$ cat config.mk
export PLATFORM = sky130hd
export DESIGN_NAME = fpu_status_reg
export DESIGN_NICKNAME = d
export VERILOG_FILES = /design/src/rtl/fpsr_pkg.sv /design/src/rtl/fpsr_flag_merge.sv /design/src/rtl/fpsr_next_calc.sv /design/src/rtl/fpsr_ctrl_decode.sv /design/src/rtl/fpsr_trap_fsm.sv /design/src/rtl/fpu_status_reg.sv
export SDC_FILE = /design/constraint.sdc
export NUM_CORES = 1
export LEC_CHECK = 0
export BUFFER_PORTS_ARGS = -buffer_cell sky130_fd_sc_hd__buf_2
export CORE_MARGIN = 1
export CORE_UTILIZATION = 43
export CTS_BUF_LIST = sky130_fd_sc_hd__clkbuf_16
export CTS_CLUSTER_SIZE = 24
export DETAILED_ROUTE_END_ITERATION = 10
export PLACE_DENSITY = 0.84
export SLEW_MARGIN = 5
export SYNTH_ARGS = -nofsm -noshare
export SYNTH_HDL_FRONTEND = slang
export SYNTH_HIERARCHICAL = 1
export SYNTH_SLANG_ARGS = --single-unit
$ cat constraint.sdc
create_clock -name clk -period 1.05 [get_ports clk]
set_input_delay 0.105 -clock clk [delete_from_list [all_inputs] [get_ports clk]]
set_output_delay 0.105 -clock clk [all_outputs]
set_load 0.03 [all_outputs]
$ cat src/rtl/fpsr_pkg.sv
package fpsr_pkg;
    localparam int REG_W     = 32;
    localparam int FLAG_N    = 5;
    localparam int RM_LSB    = 0;
    localparam int RM_W      = 2;
    localparam int FLAG_LSB  = 2;
    localparam int EN_LSB    = FLAG_LSB + FLAG_N;
    localparam int CAUSE_LSB = EN_LSB + FLAG_N;
    localparam int DN_BIT    = 18;
    localparam int EVT_W     = 12;

    localparam logic [REG_W-1:0] WR_MASK_DEF   = 32'h0005_FFFF;
    localparam logic [REG_W-1:0] RESET_VAL_DEF = 32'h0004_0001;
    localparam logic [RM_W-1:0]  RM_TRUNC      = 2'b01;
    localparam logic [EVT_W-1:0] EVT_CODE_DEF  = 12'h120;
    localparam logic [FLAG_N-1:0] FLAG_INEXACT = 5'b00001;

    typedef enum logic {
        TRAP_IDLE = 1'b0,
        TRAP_FIRE = 1'b1
    } trap_state_e;

    typedef struct packed {
        logic v;
        logic z;
        logic o;
        logic u;
        logic i;
    } ieee_flags_t;
endpackage

$ cat src/rtl/fpsr_flag_merge.sv
module fpsr_flag_merge
    import fpsr_pkg::*;
(
    input  ieee_flags_t raw_flags,
    input  logic        approx,
    output ieee_flags_t eff_flags
);
    logic none_reported;

    always_comb begin
        none_reported = (raw_flags == '0);
        eff_flags     = raw_flags;
        if (approx && none_reported) begin
            eff_flags   = '0;
            eff_flags.i = 1'b1;
        end
    end
endmodule

$ cat src/rtl/fpsr_next_calc.sv
module fpsr_next_calc
    import fpsr_pkg::*;
#(
    parameter logic [REG_W-1:0] WR_MASK = WR_MASK_DEF
) (
    input  logic [REG_W-1:0] cur,
    input  logic             wr_en,
    input  logic [REG_W-1:0] wr_data,
    input  logic             op_valid,
    input  ieee_flags_t      eff_flags,
    output logic [REG_W-1:0] nxt,
    output logic             trap_hit
);
    logic [FLAG_N-1:0] fvec;
    logic [FLAG_N-1:0] enables;
    logic [FLAG_N-1:0] new_cause;

    always_comb begin
        fvec      = eff_flags;
        enables   = cur[EN_LSB +: FLAG_N];
        new_cause = '0;
        nxt       = cur;
        trap_hit  = 1'b0;
        unique case ({wr_en, op_valid})
            2'b10, 2'b11: begin
                nxt = wr_data & WR_MASK;
            end
            2'b01: begin
                for (int k = 0; k < FLAG_N; k++) begin
                    new_cause[k]            = fvec[k];
                    nxt[CAUSE_LSB + k]      = fvec[k];
                    nxt[FLAG_LSB + k]       = cur[FLAG_LSB + k] | fvec[k];
                end
                trap_hit = |(new_cause & enables);
            end
            default: begin
                nxt = cur;
            end
        endcase
    end
endmodule

$ cat src/rtl/fpsr_ctrl_decode.sv
module fpsr_ctrl_decode
    import fpsr_pkg::*;
(
    input  logic [REG_W-1:0] word,
    output logic             rnd_trunc,
    output logic             flush_dn
);
    always_comb begin
        rnd_trunc = (word[RM_LSB +: RM_W] == RM_TRUNC);
        flush_dn  = word[DN_BIT];
    end
endmodule

$ cat src/rtl/fpsr_trap_fsm.sv
module fpsr_trap_fsm
    import fpsr_pkg::*;
#(
    parameter logic [EVT_W-1:0] EVT_CODE = EVT_CODE_DEF
) (
    input  logic             clk,
    input  logic             rst_n,
    input  logic             trap_hit,
    output logic             exc_req,
    output logic [EVT_W-1:0] exc_code
);
    trap_state_e state_q, state_d;

    always_comb begin
        state_d = state_q;
        unique case (state_q)
            TRAP_IDLE: state_d = trap_hit ? TRAP_FIRE : TRAP_IDLE;
            TRAP_FIRE: state_d = trap_hit ? TRAP_FIRE : TRAP_IDLE;
            default:   state_d = TRAP_IDLE;
        endcase
    end

    always_ff @(posedge clk or negedge rst_n) begin
        if (!rst_n) state_q <= TRAP_IDLE;
        else        state_q <= state_d;
    end

    always_comb begin
        exc_req  = 1'b0;
        exc_code = '0;
        unique case (state_q)
            TRAP_FIRE: begin
                exc_req  = 1'b1;
                exc_code = EVT_CODE;
            end
            default: begin
                exc_req  = 1'b0;
                exc_code = '0;
            end
        endcase
    end
endmodule

$ cat src/rtl/fpu_status_reg.sv
module fpu_status_reg
    import fpsr_pkg::*;
#(
    parameter logic [REG_W-1:0] WR_MASK   = WR_MASK_DEF,
    parameter logic [REG_W-1:0] RESET_VAL = RESET_VAL_DEF,
    parameter logic [EVT_W-1:0] EVT_CODE  = EVT_CODE_DEF
) (
    input  logic             clk,
    input  logic             rst_n,
    input  logic             wr_en,
    input  logic [31:0]      wr_data,
    input  logic             op_valid,
    input  logic [4:0]       op_flags,
    input  logic             op_approx,
    output logic [31:0]      reg_q,
    output logic             rnd_trunc,
    output logic             flush_dn,
    output logic             exc_req,
    output logic [11:0]      exc_code
);
    ieee_flags_t      eff_flags;
    logic [REG_W-1:0] word_q;
    logic [REG_W-1:0] word_d;
    logic             trap_hit;

    fpsr_flag_merge u_merge (
        .raw_flags (ieee_flags_t'(op_flags)),
        .approx    (op_approx),
        .eff_flags (eff_flags)
    );

    fpsr_next_calc #(.WR_MASK(WR_MASK)) u_next (
        .cur       (word_q),
        .wr_en     (wr_en),
        .wr_data   (wr_data),
        .op_valid  (op_valid),
        .eff_flags (eff_flags),
        .nxt       (word_d),
        .trap_hit  (trap_hit)
    );

    always_ff @(posedge clk or negedge rst_n) begin
        if (!rst_n) word_q <= RESET_VAL;
        else        word_q <= word_d;
    end

    fpsr_ctrl_decode u_dec (
        .word      (word_q),
        .rnd_trunc (rnd_trunc),
        .flush_dn  (flush_dn)
    );

    fpsr_trap_fsm #(.EVT_CODE(EVT_CODE)) u_trap (
        .clk      (clk),
        .rst_n    (rst_n),
        .trap_hit (trap_hit),
        .exc_req  (exc_req),
        .exc_code (exc_code)
    );

    assign reg_q = word_q;
endmodule

After elaboration in Yosys (flattened, before gate mapping). Index checks and enable logic that the tools add are counted.

Input bits: 42. Output and inout bits: 47. Register bits after elaboration: 19. Logic and storage cells: 25.

Reduce and logical (&&, ||, !) cells: 5. Equal/unequal tests: 4. Mux-type cells: 7. Bitwise gates (word level): 6.

Operators with widths (number): case mux 5 bit (2 select lines) (2); 2-to-1 mux 9 bit (1); AND 5 bit (1); logical NOT 5 bit (1); 2-to-1 mux 5 bit (1); bitwise OR 1 bit (5); OR reduction 5 bit (1); == test 2 x 1 -> 1 bit, second input constant (2); == test 2 bit, second input constant (2); 2-to-1 mux 1 bit (3); nonzero test 2 bit (1); OR reduction 2 bit (1); logical AND 1 bit (1).

Depth between registers and ports, before layout. Gate-level depths: netlist of the first run.

Word-level depth: 7. Mapped depth: 4. Gate-level depth less buffers: 4.

By module. The synthesis of the first run kept the hierarchy.

Modules (own cells, without submodules): fpu_status_reg (times used 1, sequential area each 803.3 um^2, cells an instance 32, area each 803.3 um^2); fpsr_next_calc (times used 1, sequential area each 0.0 um^2, cells an instance 62, area each 441.7 um^2); fpsr_trap_fsm (times used 1, sequential area each 25.0 um^2, cells an instance 14, area each 118.9 um^2); fpsr_flag_merge (times used 1, sequential area each 0.0 um^2, cells an instance 6, area each 38.8 um^2); fpsr_ctrl_decode (times used 1, sequential area each 0.0 um^2, cells an instance 2, area each 21.3 um^2).

Least setup slack after synthesis of the first run. Ideal clock, no wire load.

Path type: input to register. Start point: input op_flags[1]. End point: register u_trap.state_q. Slack: -0.062 ns. Library setup time: 0.077 ns. Path buffers: 0. Data arrival time: 1.034 ns. Required time: 0.973 ns. Stages: 4. Path through: or4b_1 o21bai_1 a222oi_1 a21oi_1.

RTL lines: start: declaration (line fpu_status_reg.sv:13) `input logic [4:0] op_flags,`; end signal: assignment (line fpsr_trap_fsm.sv:25) `else state_q <= state_d;`; end: declaration (line fpsr_trap_fsm.sv:12) `trap_state_e state_q, state_d;`.

Final worst setup path of the first run.
Start point: register word_q[0] (netlist: reg_q[0]). End point: output rnd_trunc.

Word-level cells in the longest chain between the ends: 1.

RTL lines: start: declaration (line fpu_status_reg.sv:22) `logic [REG_W-1:0] word_q;`; start signal: assignment (line fpu_status_reg.sv:44) `else word_q <= word_d;`; == test 2 x 1 -> 1 bit (line fpsr_ctrl_decode.sv:9) `rnd_trunc = (word[RM_LSB +: RM_W] == RM_TRUNC);`; end: declaration (line fpu_status_reg.sv:16) `output logic rnd_trunc,`.

No other way between the ends.

==> metrics.log, run 1 <==
INFO  metric result_of_the_run = finished with violations
INFO  metric failed_checks = setup timing
INFO  metric synth.ff_latch_count = 33
INFO  metric synth_xor_area_frac = 0
INFO  metric layout_cell_share_with_drive_strength_beyond_1 = 0.4946
INFO  metric cts_tree = yes
INFO  metric finish.net_count = 225
INFO  metric worstPathCellList = nor2b_4 > buf_6
INFO  metric synth_top_flop_cell = dfrtp_1
INFO  metric global_route.usage.total = 0.1707
INFO  metric synth_cells = 116
INFO  metric synth_enable_flop_cells = 0
INFO  metric mean_instance_size_in_the_synthesized_netlist = 12.27 um2
INFO  metric critical_path_arrival = 1050 ps
INFO  metric fillcell_total = 279
INFO  metric synth.area.top_cells = dfrtp_1 54%, buf_4 7.4%, mux2_4 6.3%
INFO  metric cp_num_buf_inv = 1
INFO  metric floorplan.die.height = 59.55 um
INFO  metric worst_flop_to_flop_path_endpoint = u_trap/state_q
INFO  metric drtIter0Drc = 24
INFO  metric synth-seq-area-share = 0.5817
INFO  metric max_freq = 0.8628 GHz
INFO  metric design.die.area = 0.003546 mm2
INFO  metric cp.required = 940 ps
INFO  metric numCtsBuffers = 5
INFO  metric count_of_input_and_output_buffers = 64
INFO  metric detail-route-antenna-nets = 0
INFO  metric fp-row-count = 20
INFO  metric synth.area.mux_share = 0.1142
INFO  metric clk-insertion-delay-late = 270 ps
INFO  metric power.total = 3.556 mW
INFO  metric place.gp.congestion = 0.8337
INFO  metric holdPathStages = 3
INFO  metric min_period = 1159 ps
INFO  metric timing.clock.skew = 3.702 ps
INFO  metric cts-root-buf = clkbuf_16
INFO  metric detail_route.first_pass.iterations = 4
INFO  metric synth_most_common_cell = dfrtp_1
INFO  metric synth_warnings = 6
INFO  metric growth_of_design_area_from_synthesis_to_finish = 37.17%
INFO  metric antenna_cells = 0
INFO  metric power_density_over_the_cells = 1821 mW/mm2
INFO  metric crit_family = flip-flops
INFO  metric wl_per_cell = 12.29 um
INFO  metric synth_largest_type_area_fraction = 0.5448
INFO  metric hold_viol = 0
INFO  metric min_delay_worst_endpoint = reg_q[6]
INFO  metric synthDistinctLibCells = 24
INFO  metric power.ir.vdd_worst = 1.567 mV
INFO  metric gr-total-overflow = 0
INFO  metric reg2regPathDepth = 2
INFO  metric synth_compound_area_frac = 0.07381
INFO  metric syn_area = 0.001424 mm2
INFO  metric routed_wl = 2801 um
INFO  metric synth_fa_ha_area_frac = 0
INFO  metric wire_length_of_the_first_global_routing_pass = 4402 um
INFO  metric timing.critical_path.from_type = flip-flop
INFO  metric pre_cts_ws = -255.6 ps
INFO  metric largest_net_degree_at_the_start_of_global_routing = 21
INFO  metric crit_path_max_incr_delay = 530 ps
INFO  metric area_fraction_in_and_or_nand_and_nor_cells_after_synthesis = 0.1098
INFO  metric number_of_global_route_vias_before_repair = 1011
INFO  metric h-tree-depth = 2
INFO  metric dp_hpwl = 2129 um
INFO  metric synth-async-reset-ratio = 1.000
INFO  metric min_path_type = primary input to flip-flop
INFO  metric grt_setup_unrepaired = yes
INFO  metric place.detailed.instances = 218
INFO  metric core_area = 0.003103 mm2
INFO  metric synth.largest_area_cell = dfrtp_1
INFO  metric hp-start = wr_data[6]
INFO  metric drt-vias-per-instance = 4.544
INFO  metric cts.sinks = 33
INFO  metric route.detailed.drc = 0
INFO  metric p_leak = 1.067 nW
INFO  metric crit_path_end_kind = output pin
INFO  metric cts-root-to-sink-buffers = 2
INFO  metric layout.cells.non_filler = 228
INFO  metric drv.max_cap_violation_count = 0
INFO  metric worstPathMaxFanout = 3
INFO  metric detailroute.via_count = 1036
INFO  metric synth_top_family_by_area = buffers and inverters
INFO  metric antenna_found_initial = 0
INFO  metric setup_viol = 4
INFO  metric ff2ff_setup_slack = 70 ps
INFO  metric worstSetupPathType = flip-flop to output pin
INFO  metric horizontal_die_dimension = 59.55 um
INFO  metric crit-reg2reg-launch = reg_q[9]
INFO  metric floorplan.initialDensity = 0.4589
INFO  metric final_critical_path_setup_slack = -109.1 ps
INFO  metric cts.clk_slew.worst_paths = 50 ps
INFO  metric share_of_the_clock_period_used_by_the_worst_path = 1.104
INFO  metric final_max_slew_viol_count = 0
INFO  metric synth.cells.most_frequent = 31 x dfrtp_1, 14 x buf_4, 13 x nor2b_1
INFO  metric startpoint = reg_q[0]
INFO  metric ios = 89
INFO  metric cpMaxStageDelayCell = dfstp_2
==> cell usage in the layout (no fill, tap or decap), types with 2 or more instances in the layout <==
cell / n
buf_2: 61
dfrtp_1: 31
nor2b_1: 13
nand2_1: 10
conb_1: 10
buf_4: 7
a21oi_1: 6
o21ai_1: 6
mux2_4: 6
clkbuf_16: 5
mux2i_1: 5
o21ai_0: 4
buf_6: 3
buf_12: 2
dfstp_2: 2
mux2_2: 2
==> through the flow <==
stage               cell area, um2  setup TNS, ps  hold slack, ps    util
finish                        1953         -162.0           59.23  0.6294
global route                  1953         -271.7           70.39  0.6294
CTS                           1949         -207.9           55.43  0.6282
global placement              1750         -633.8           13.32  0.5641
floorplan                     1458         -108.1          -190.6       -
detailed placement            1750         -715.7           16.77  0.5641
==> cells by family (layout without fill, tap and decap cells) <==
logic type,Yosys count,in the layout
and+or+nand+nor,27,27
muxes,13,13
DFF,33,33
buffers and inverters,23,82
other,1,10
AOI/OAI and AO/OA,19,19
==> registers in the layout (all words and copies together), names as in the netlist <==
register and cells:
reg_q 32, u_trap/state_q 1
==> worst min-delay path, cell delays in order <==
cell and delay (ps):
buf_2 80, nand2_1 40, o21ai_0 60
==> layer usage <==
metal  global-route usage  up-vias  share of wire
li1                     -      488              -
met1               0.1986      503           0.42
met2               0.3018       41           0.52
met3              0.04585        4          0.045
met4              0.05980        0          0.014
met5                    0        -              0
==> repair_timing <==
action                                  in CTS  in global routing
hold buffers                                 1                  0
gates resized for setup                      6                  1
endpoints found under the hold margin       12                  0
endpoints found under the setup margin       4                  7
buffers inserted                             1                  0
==> report_power, final <==
group | switching, mW | total, mW | internal, mW
Sequential | 0.0522 | 1.40 | 1.35
Clock | 0.456 | 1.55 | 1.10
Combinational | 0.373 | 0.599 | 0.226
Total | 0.881 | 3.56 | 2.68
==> worst max-delay path by stage <==
stage	end	slack (ps)	depth (start not counted)
2_1_floorplan	u_trap/state_q	-60	4
3_3_place_gp	u_trap/state_q	-230	5
3_5_place_dp	reg_q[12]	-260	5
4_1_cts	rnd_trunc	-120	2
5_1_grt	rnd_trunc	-140	2
6_report	rnd_trunc	-110	2
==> area by class of cell <==
class / instances / area [um2] / share of cell area
sequential: 33 / 828.3 / 0.4241
timing repair buffer: 74 / 441.7 / 0.2261
clock inverter: 3 / 37.54 / 0.01922
multi-input combinational: 69 / 465.4 / 0.2383
clock buffer: 5 / 125.1 / 0.06406
tap: 44 / 55.05 / 0.02819
Power figures use the tool's default switching activity.
==> run 2, diff against run 1 <==
==> constraint.sdc (replaced) <==
create_clock -name clk -period 1.05 [get_ports clk]
set_input_delay 0.1575 -clock clk [delete_from_list [all_inputs] [get_ports clk]]
set_output_delay 0.1575 -clock clk [all_outputs]
set_load 0.03 [all_outputs]
==> run 2 against run 1 <==
  * Global-route usage is 0.57 points higher
  * Clock skew is essentially flat
  * Sequential power hardly changed
  * Largest cell class unchanged
  * Non-clock buffer count is 1 higher
  * Routed wire length is 2.7% higher
  * The run still ends with setup timing left
  * Register-to-register slack lost 20 ps
==> metrics.log, run 2 (synthesized netlist as in run 1, its figures left out) <==
INFO  metric layout_cell_share_with_drive_strength_beyond_1 = 0.5135
INFO  metric hold_viol = 0
INFO  metric routed_wl = 2876 um
INFO  metric cts-root-buf = clkbuf_16
INFO  metric floorplan.initialDensity = 0.4589
INFO  metric power.ir.vdd_worst = 1.221 mV
INFO  metric h-tree-depth = 2
INFO  metric place.detailed.instances = 217
INFO  metric wire_length_of_the_first_global_routing_pass = 4450 um
INFO  metric crit-reg2reg-launch = reg_q[9]
INFO  metric min_period = 1218 ps
INFO  metric largest_net_degree_at_the_start_of_global_routing = 28
INFO  metric ff2ff_setup_slack = 50 ps
INFO  metric wl_per_cell = 12.56 um
INFO  metric share_of_the_clock_period_used_by_the_worst_path = 1.160
INFO  metric drtIter0Drc = 35
INFO  metric dp_hpwl = 2004 um
INFO  metric design.die.area = 0.003546 mm2
INFO  metric cts.clk_slew.worst_paths = 50 ps
INFO  metric global_route.usage.total = 0.1764
INFO  metric number_of_global_route_vias_before_repair = 990
INFO  metric growth_of_design_area_from_synthesis_to_finish = 38.84%
INFO  metric worstPathMaxFanout = 2
INFO  metric dpl-instance-area = 0.001743 mm2
INFO  metric timing.clock.skew = 3.252 ps
INFO  metric holdPathStages = 3
INFO  metric route.detailed.drc = 0
INFO  metric worst_flop_to_flop_path_endpoint = u_trap/state_q
INFO  metric final_max_slew_viol_count = 0
INFO  metric power_density_over_the_cells = 1696 mW/mm2
INFO  metric fp-row-count = 20
INFO  metric p_leak = 1.074 nW
INFO  metric drt-vias-per-instance = 4.437
INFO  metric place.gp.congestion = 0.8644
INFO  metric reg2regPathDepth = 2
INFO  metric cp.required = 890 ps
INFO  metric horizontal_die_dimension = 59.55 um
INFO  metric total_non_filler_cell_area_in_the_finished_layout = 0.001977 mm2
INFO  metric failed_checks = setup timing
INFO  metric hold-worst-slack = 92.94 ps
INFO  metric gr-total-overflow = 0
INFO  metric largest_reg_flops = 32
INFO  metric critical_path_arrival = 1060 ps
INFO  metric cts-root-to-sink-buffers = 2
INFO  metric met1_routed_wirelength_after_detailed_routing = 1133 um
INFO  metric setup_viol = 6
INFO  metric antenna_found_initial = 0
INFO  metric finish.net_count = 226
INFO  metric max_freq = 0.8211 GHz
INFO  metric ios = 89
INFO  metric routed.top_layer = met4
INFO  metric grt_setup_unrepaired = yes
INFO  metric total_length_of_routed_met2_wires = 1550 um
INFO  metric fin_util = 0.6371
INFO  metric detail_route.first_pass.iterations = 4
INFO  metric floorplan.die.height = 59.55 um
INFO  metric final_critical_path_setup_slack = -167.8 ps
INFO  metric layout.cells.non_filler = 229
INFO  metric cts_tree = yes
INFO  metric numCtsBuffers = 5
INFO  metric count_of_input_and_output_buffers = 64
INFO  metric detail-route-antenna-nets = 0
INFO  metric result_of_the_run = finished with violations
INFO  metric drv.max_cap_violation_count = 0
INFO  metric cts.sinks = 33
INFO  metric worstSetupPathType = flip-flop to output pin
INFO  metric leading_cell_type_in_the_layout_fill_and_taps_excluded = buf_2
INFO  metric final_cell_mix = 57 x buf_2, 31 x dfrtp_1, 13 x nor2b_1
INFO  metric met3_wirelength = 142 um
INFO  metric hp-start = wr_data[5]
INFO  metric min_delay_worst_endpoint = reg_q[5]
INFO  metric timing.critical_path.from_type = flip-flop
INFO  metric crit_path_end_kind = output pin
INFO  metric min_path_type = primary input to flip-flop
INFO  metric clk-insertion-delay-late = 270 ps
INFO  metric antenna_cells = 0
INFO  metric detailroute.via_count = 1016
INFO  metric core_area = 0.003103 mm2
[run 2: worst max path at each step]
stage | start | endpoint | slack, ps
global route | reg_q[0] | rnd_trunc | -200
global placement | op_flags[1] | u_trap/state_q | -280
finish | reg_q[0] | rnd_trunc | -170
detailed placement | op_flags[1] | reg_q[12] | -340
CTS | reg_q[0] | rnd_trunc | -160
floorplan | op_flags[1] | u_trap/state_q | -110
[run 2: repair_timing]
action                                  CTS  global route
endpoints found under the setup margin    7             9
buffers inserted                          2             1
gates cloned                              0             0
endpoints found under the hold margin    12             0
pin swaps                                 0             5
hold buffers                              1             0
gates resized for setup                   9             8
[run 2: metal layers]
metal | GRT usage | vias up
met4 | 0.08638 | 0
met2 | 0.3050 | 44
met3 | 0.05022 | 6
met1 | 0.1989 | 477
li1 | - | 489
met5 | 0 | -
[run 2: cell type report]
type,instances,area (um2)
clock buffers,5,125.1
well taps,44,55.05
repair buffers,75,474.2
clock inverters,3,13.76
flip-flops and latches,33,828.3
multi-input cells,69,480.5
fillers,262,1126
[run 2: per-stage QoR]
step / total power, mW / TNS, ps / worst slack [ps]
2_1_floorplan: 1.834 / -265.6 / -114.2
3_3_place_gp: 1.982 / -781.5 / -282.9
3_5_place_dp: 1.992 / -907.3 / -335.4
4_1_cts: 3.363 / -409.7 / -163.1
5_1_grt: 3.494 / -703.0 / -195.6
6_report: 3.352 / -432.1 / -167.8
[run 2: power by group]
group | internal, mW | total (mW) | switching, mW
logic | 0.248 | 0.628 | 0.380
clock network | 0.857 | 1.32 | 0.467
registers | 1.35 | 1.40 | 0.0496
[run 2: worst max-delay path, stage by stage, from the launching register on]
cell	delay, ps
dfstp_2	530
nor2b_4	130
buf_6	130
==> run 3, diff against run 2 <==
--- a/config.mk
+++ b/config.mk
@@ -5,13 +5,12 @@
 export SDC_FILE = /design/constraint.sdc
 export NUM_CORES = 1
 export LEC_CHECK = 0
-export BUFFER_PORTS_ARGS = -buffer_cell sky130_fd_sc_hd__buf_2
-export CORE_MARGIN = 1
-export CORE_UTILIZATION = 43
+export CORE_UTILIZATION = 60
 export CTS_BUF_LIST = sky130_fd_sc_hd__clkbuf_16
 export CTS_CLUSTER_SIZE = 24
 export DETAILED_ROUTE_END_ITERATION = 10
-export PLACE_DENSITY = 0.84
+export DONT_BUFFER_PORTS = 1
+export PLACE_DENSITY = 0.79
 export SLEW_MARGIN = 5
 export SYNTH_ARGS = -nofsm -noshare
 export SYNTH_HDL_FRONTEND = slang
==> run 3 against run 2 <==
  * The flow finishes with violations (hold timing, setup timing)
  * Worst setup slack better by 7.6 ps
  * Combinational power down 17%
  * First-iteration DRC count down 49%
  * Largest cell class unchanged
  * Clock power up 5%
  * Final area down 15%
  * Largest power group unchanged
==> metrics.log, run 3 (synthesized netlist as in run 1, its figures left out) <==
INFO  metric worstPathMaxFanout = 2
INFO  metric antenna_cells = 0
INFO  metric final_max_slew_viol_count = 0
INFO  metric final_critical_path_setup_slack = -160.2 ps
INFO  metric detail-route-antenna-nets = 0
INFO  metric drv.max_cap_violation_count = 0
INFO  metric crit_path_max_incr_delay = 530 ps
INFO  metric wire_length_of_the_first_global_routing_pass = 3822 um
INFO  metric design.die.area = 0.002572 mm2
INFO  metric place.gp.congestion = 0.6115
INFO  metric floorplan.die.height = 50.72 um
INFO  metric crit_path_end_kind = output pin
INFO  metric min_period = 1210 ps
INFO  metric result_of_the_run = finished with violations
INFO  metric dpl-instance-area = 0.001493 mm2
INFO  metric count_of_input_and_output_buffers = 0
INFO  metric power_density_over_the_cells = 1964 mW/mm2
INFO  metric wl_per_cell = 16.08 um
INFO  metric fp-row-count = 17
INFO  metric total_non_filler_cell_area_in_the_finished_layout = 0.001689 mm2
INFO  metric hp-start = wr_en
INFO  metric fillcell_total = 164
INFO  metric dp_hpwl = 1715 um
INFO  metric startpoint = reg_q[0]
INFO  metric failed_checks = hold timing, setup timing
INFO  metric number_of_buffers_added_for_setup_after_cts = 0
INFO  metric number_of_global_route_vias_before_repair = 795
INFO  metric timing.clock.skew = 1.385 ps
INFO  metric grt_setup_unrepaired = yes
INFO  metric holdPathStages = 1
INFO  metric crit-reg2reg-launch = reg_q[9]
INFO  metric holdBufCountCts = 3
INFO  metric drtIter0Drc = 18
INFO  metric gr-total-overflow = 0
INFO  metric cts-root-buf = clkbuf_16
INFO  metric power.ir.vdd_worst = 1.968 mV
INFO  metric cts_tree = yes
INFO  metric critical_path_arrival = 1050 ps
INFO  metric final_cell_mix = 30 x dfrtp_1, 16 x buf_4, 13 x nor2b_1
INFO  metric route.detailed.drc = 0
INFO  metric worstSetupPathType = flip-flop to output pin
INFO  metric p_leak = 0.8213 nW
INFO  metric floorplan.initialDensity = 0.6375
INFO  metric leading_cell_type_in_the_layout_fill_and_taps_excluded = dfrtp_1
INFO  metric worstPathCellList = nor2b_4
INFO  metric crit_family = flip-flops
INFO  metric horizontal_die_dimension = 50.72 um
INFO  metric cp_num_buf_inv = 0
INFO  metric setup_viol = 4
INFO  metric h-tree-depth = 2
INFO  metric min_path_type = primary input to flip-flop
INFO  metric core_area = 0.002233 mm2
INFO  metric cpMaxStageDelayCell = dfstp_2
INFO  metric crit_cells = 1
INFO  metric timing.critical_path.from_type = flip-flop
INFO  metric layout.cells.non_filler = 160
INFO  metric routed_wl = 2572 um
INFO  metric hold_viol = 18
INFO  metric layout_cell_share_with_drive_strength_beyond_1 = 0.3106
INFO  metric power.total = 3.317 mW
INFO  metric cp.required = 890 ps
INFO  metric antenna_found_initial = 0
INFO  metric cts.clk_slew.worst_paths = 50 ps
INFO  metric fin_util = 0.7563
INFO  metric place.detailed.instances = 149
INFO  metric ios = 89
INFO  metric max_freq = 0.8263 GHz
INFO  metric cts.sinks = 33
INFO  metric largest_reg_flops = 32
INFO  metric detailroute.via_count = 852
INFO  metric reg2regPathDepth = 2
INFO  metric largest_net_degree_at_the_start_of_global_routing = 44
INFO  metric cts-root-to-sink-buffers = 2
INFO  metric finish.net_count = 173
INFO  metric numCtsBuffers = 5
INFO  metric global_route.usage.total = 0.2162
INFO  metric hold-worst-slack = -60.25 ps
INFO  metric growth_of_design_area_from_synthesis_to_finish = 18.63%
INFO  metric detail_route.first_pass.iterations = 4
INFO  metric clk-insertion-delay-late = 270 ps
INFO  metric share_of_the_clock_period_used_by_the_worst_path = 1.153
INFO  metric drt-vias-per-instance = 5.325
-- run 3: repair_timing --
action | in CTS | in global routing
endpoints found under the hold margin | 56 | 19
setup endpoints to repair | 4 | 6
pin swaps | 0 | 0
gates resized for setup | 0 | 3
-- run 3: final timing paths --
| check | endpoint | slack, ps |
|---|---|---|
| max | rnd_trunc | -160 |
| min | reg_q[23] | -60 |
| max reg2reg | u_trap/state_q | 90 |
| min reg2reg | reg_q[2] | 530 |
| max in group asynchronous | reg_q[0] | 440 |
| min in group asynchronous | reg_q[21] | 380 |
-- run 3: layout make-up --
type | count | area, um2 | area share
clock buffer | 5 | 125.1 | 0.07407
clock inverter | 3 | 22.52 | 0.01333
multi-input combinational | 69 | 465.4 | 0.2756
sequential | 33 | 829.5 | 0.4911
tap | 28 | 35.03 | 0.02074
timing repair buffer | 22 | 211.5 | 0.1252
-- run 3: metal layers --
metal / wire length (um) / track usage / vias up
met3: 185 / 0.09697 / 4
met1: 1010 / 0.2637 / 422
met5: 0 / 0 / -
li1: - / - / 386
met4: 35 / 0.1065 / 0
met2: 1340 / 0.3244 / 40
-- run 3: worst register-to-register path: stages (launching register included) --
cell,delay [ps]
dfrtp_1,400
a222oi_1,340
a21oi_1,100
-- run 3: stage by stage --
stage	hold slack (ps)	setup TNS, ps	worst slack, ps
finish	-60.25	-377.6	-160.2
global route	-68.02	-449.4	-180.6
CTS	-64.66	-400.0	-166.4
detailed placement	-137.5	-633.9	-229.3
global placement	-137.6	-562.6	-208.6
floorplan	-138.1	-265.6	-114.2
-- run 3: power by group --
part	internal, mW	total [mW]	switching (mW)	leakage, nW
registers	1.35	1.40	0.0527	0.418
logic	0.206	0.520	0.315	0.341
clock network	0.875	1.39	0.519	0.0621
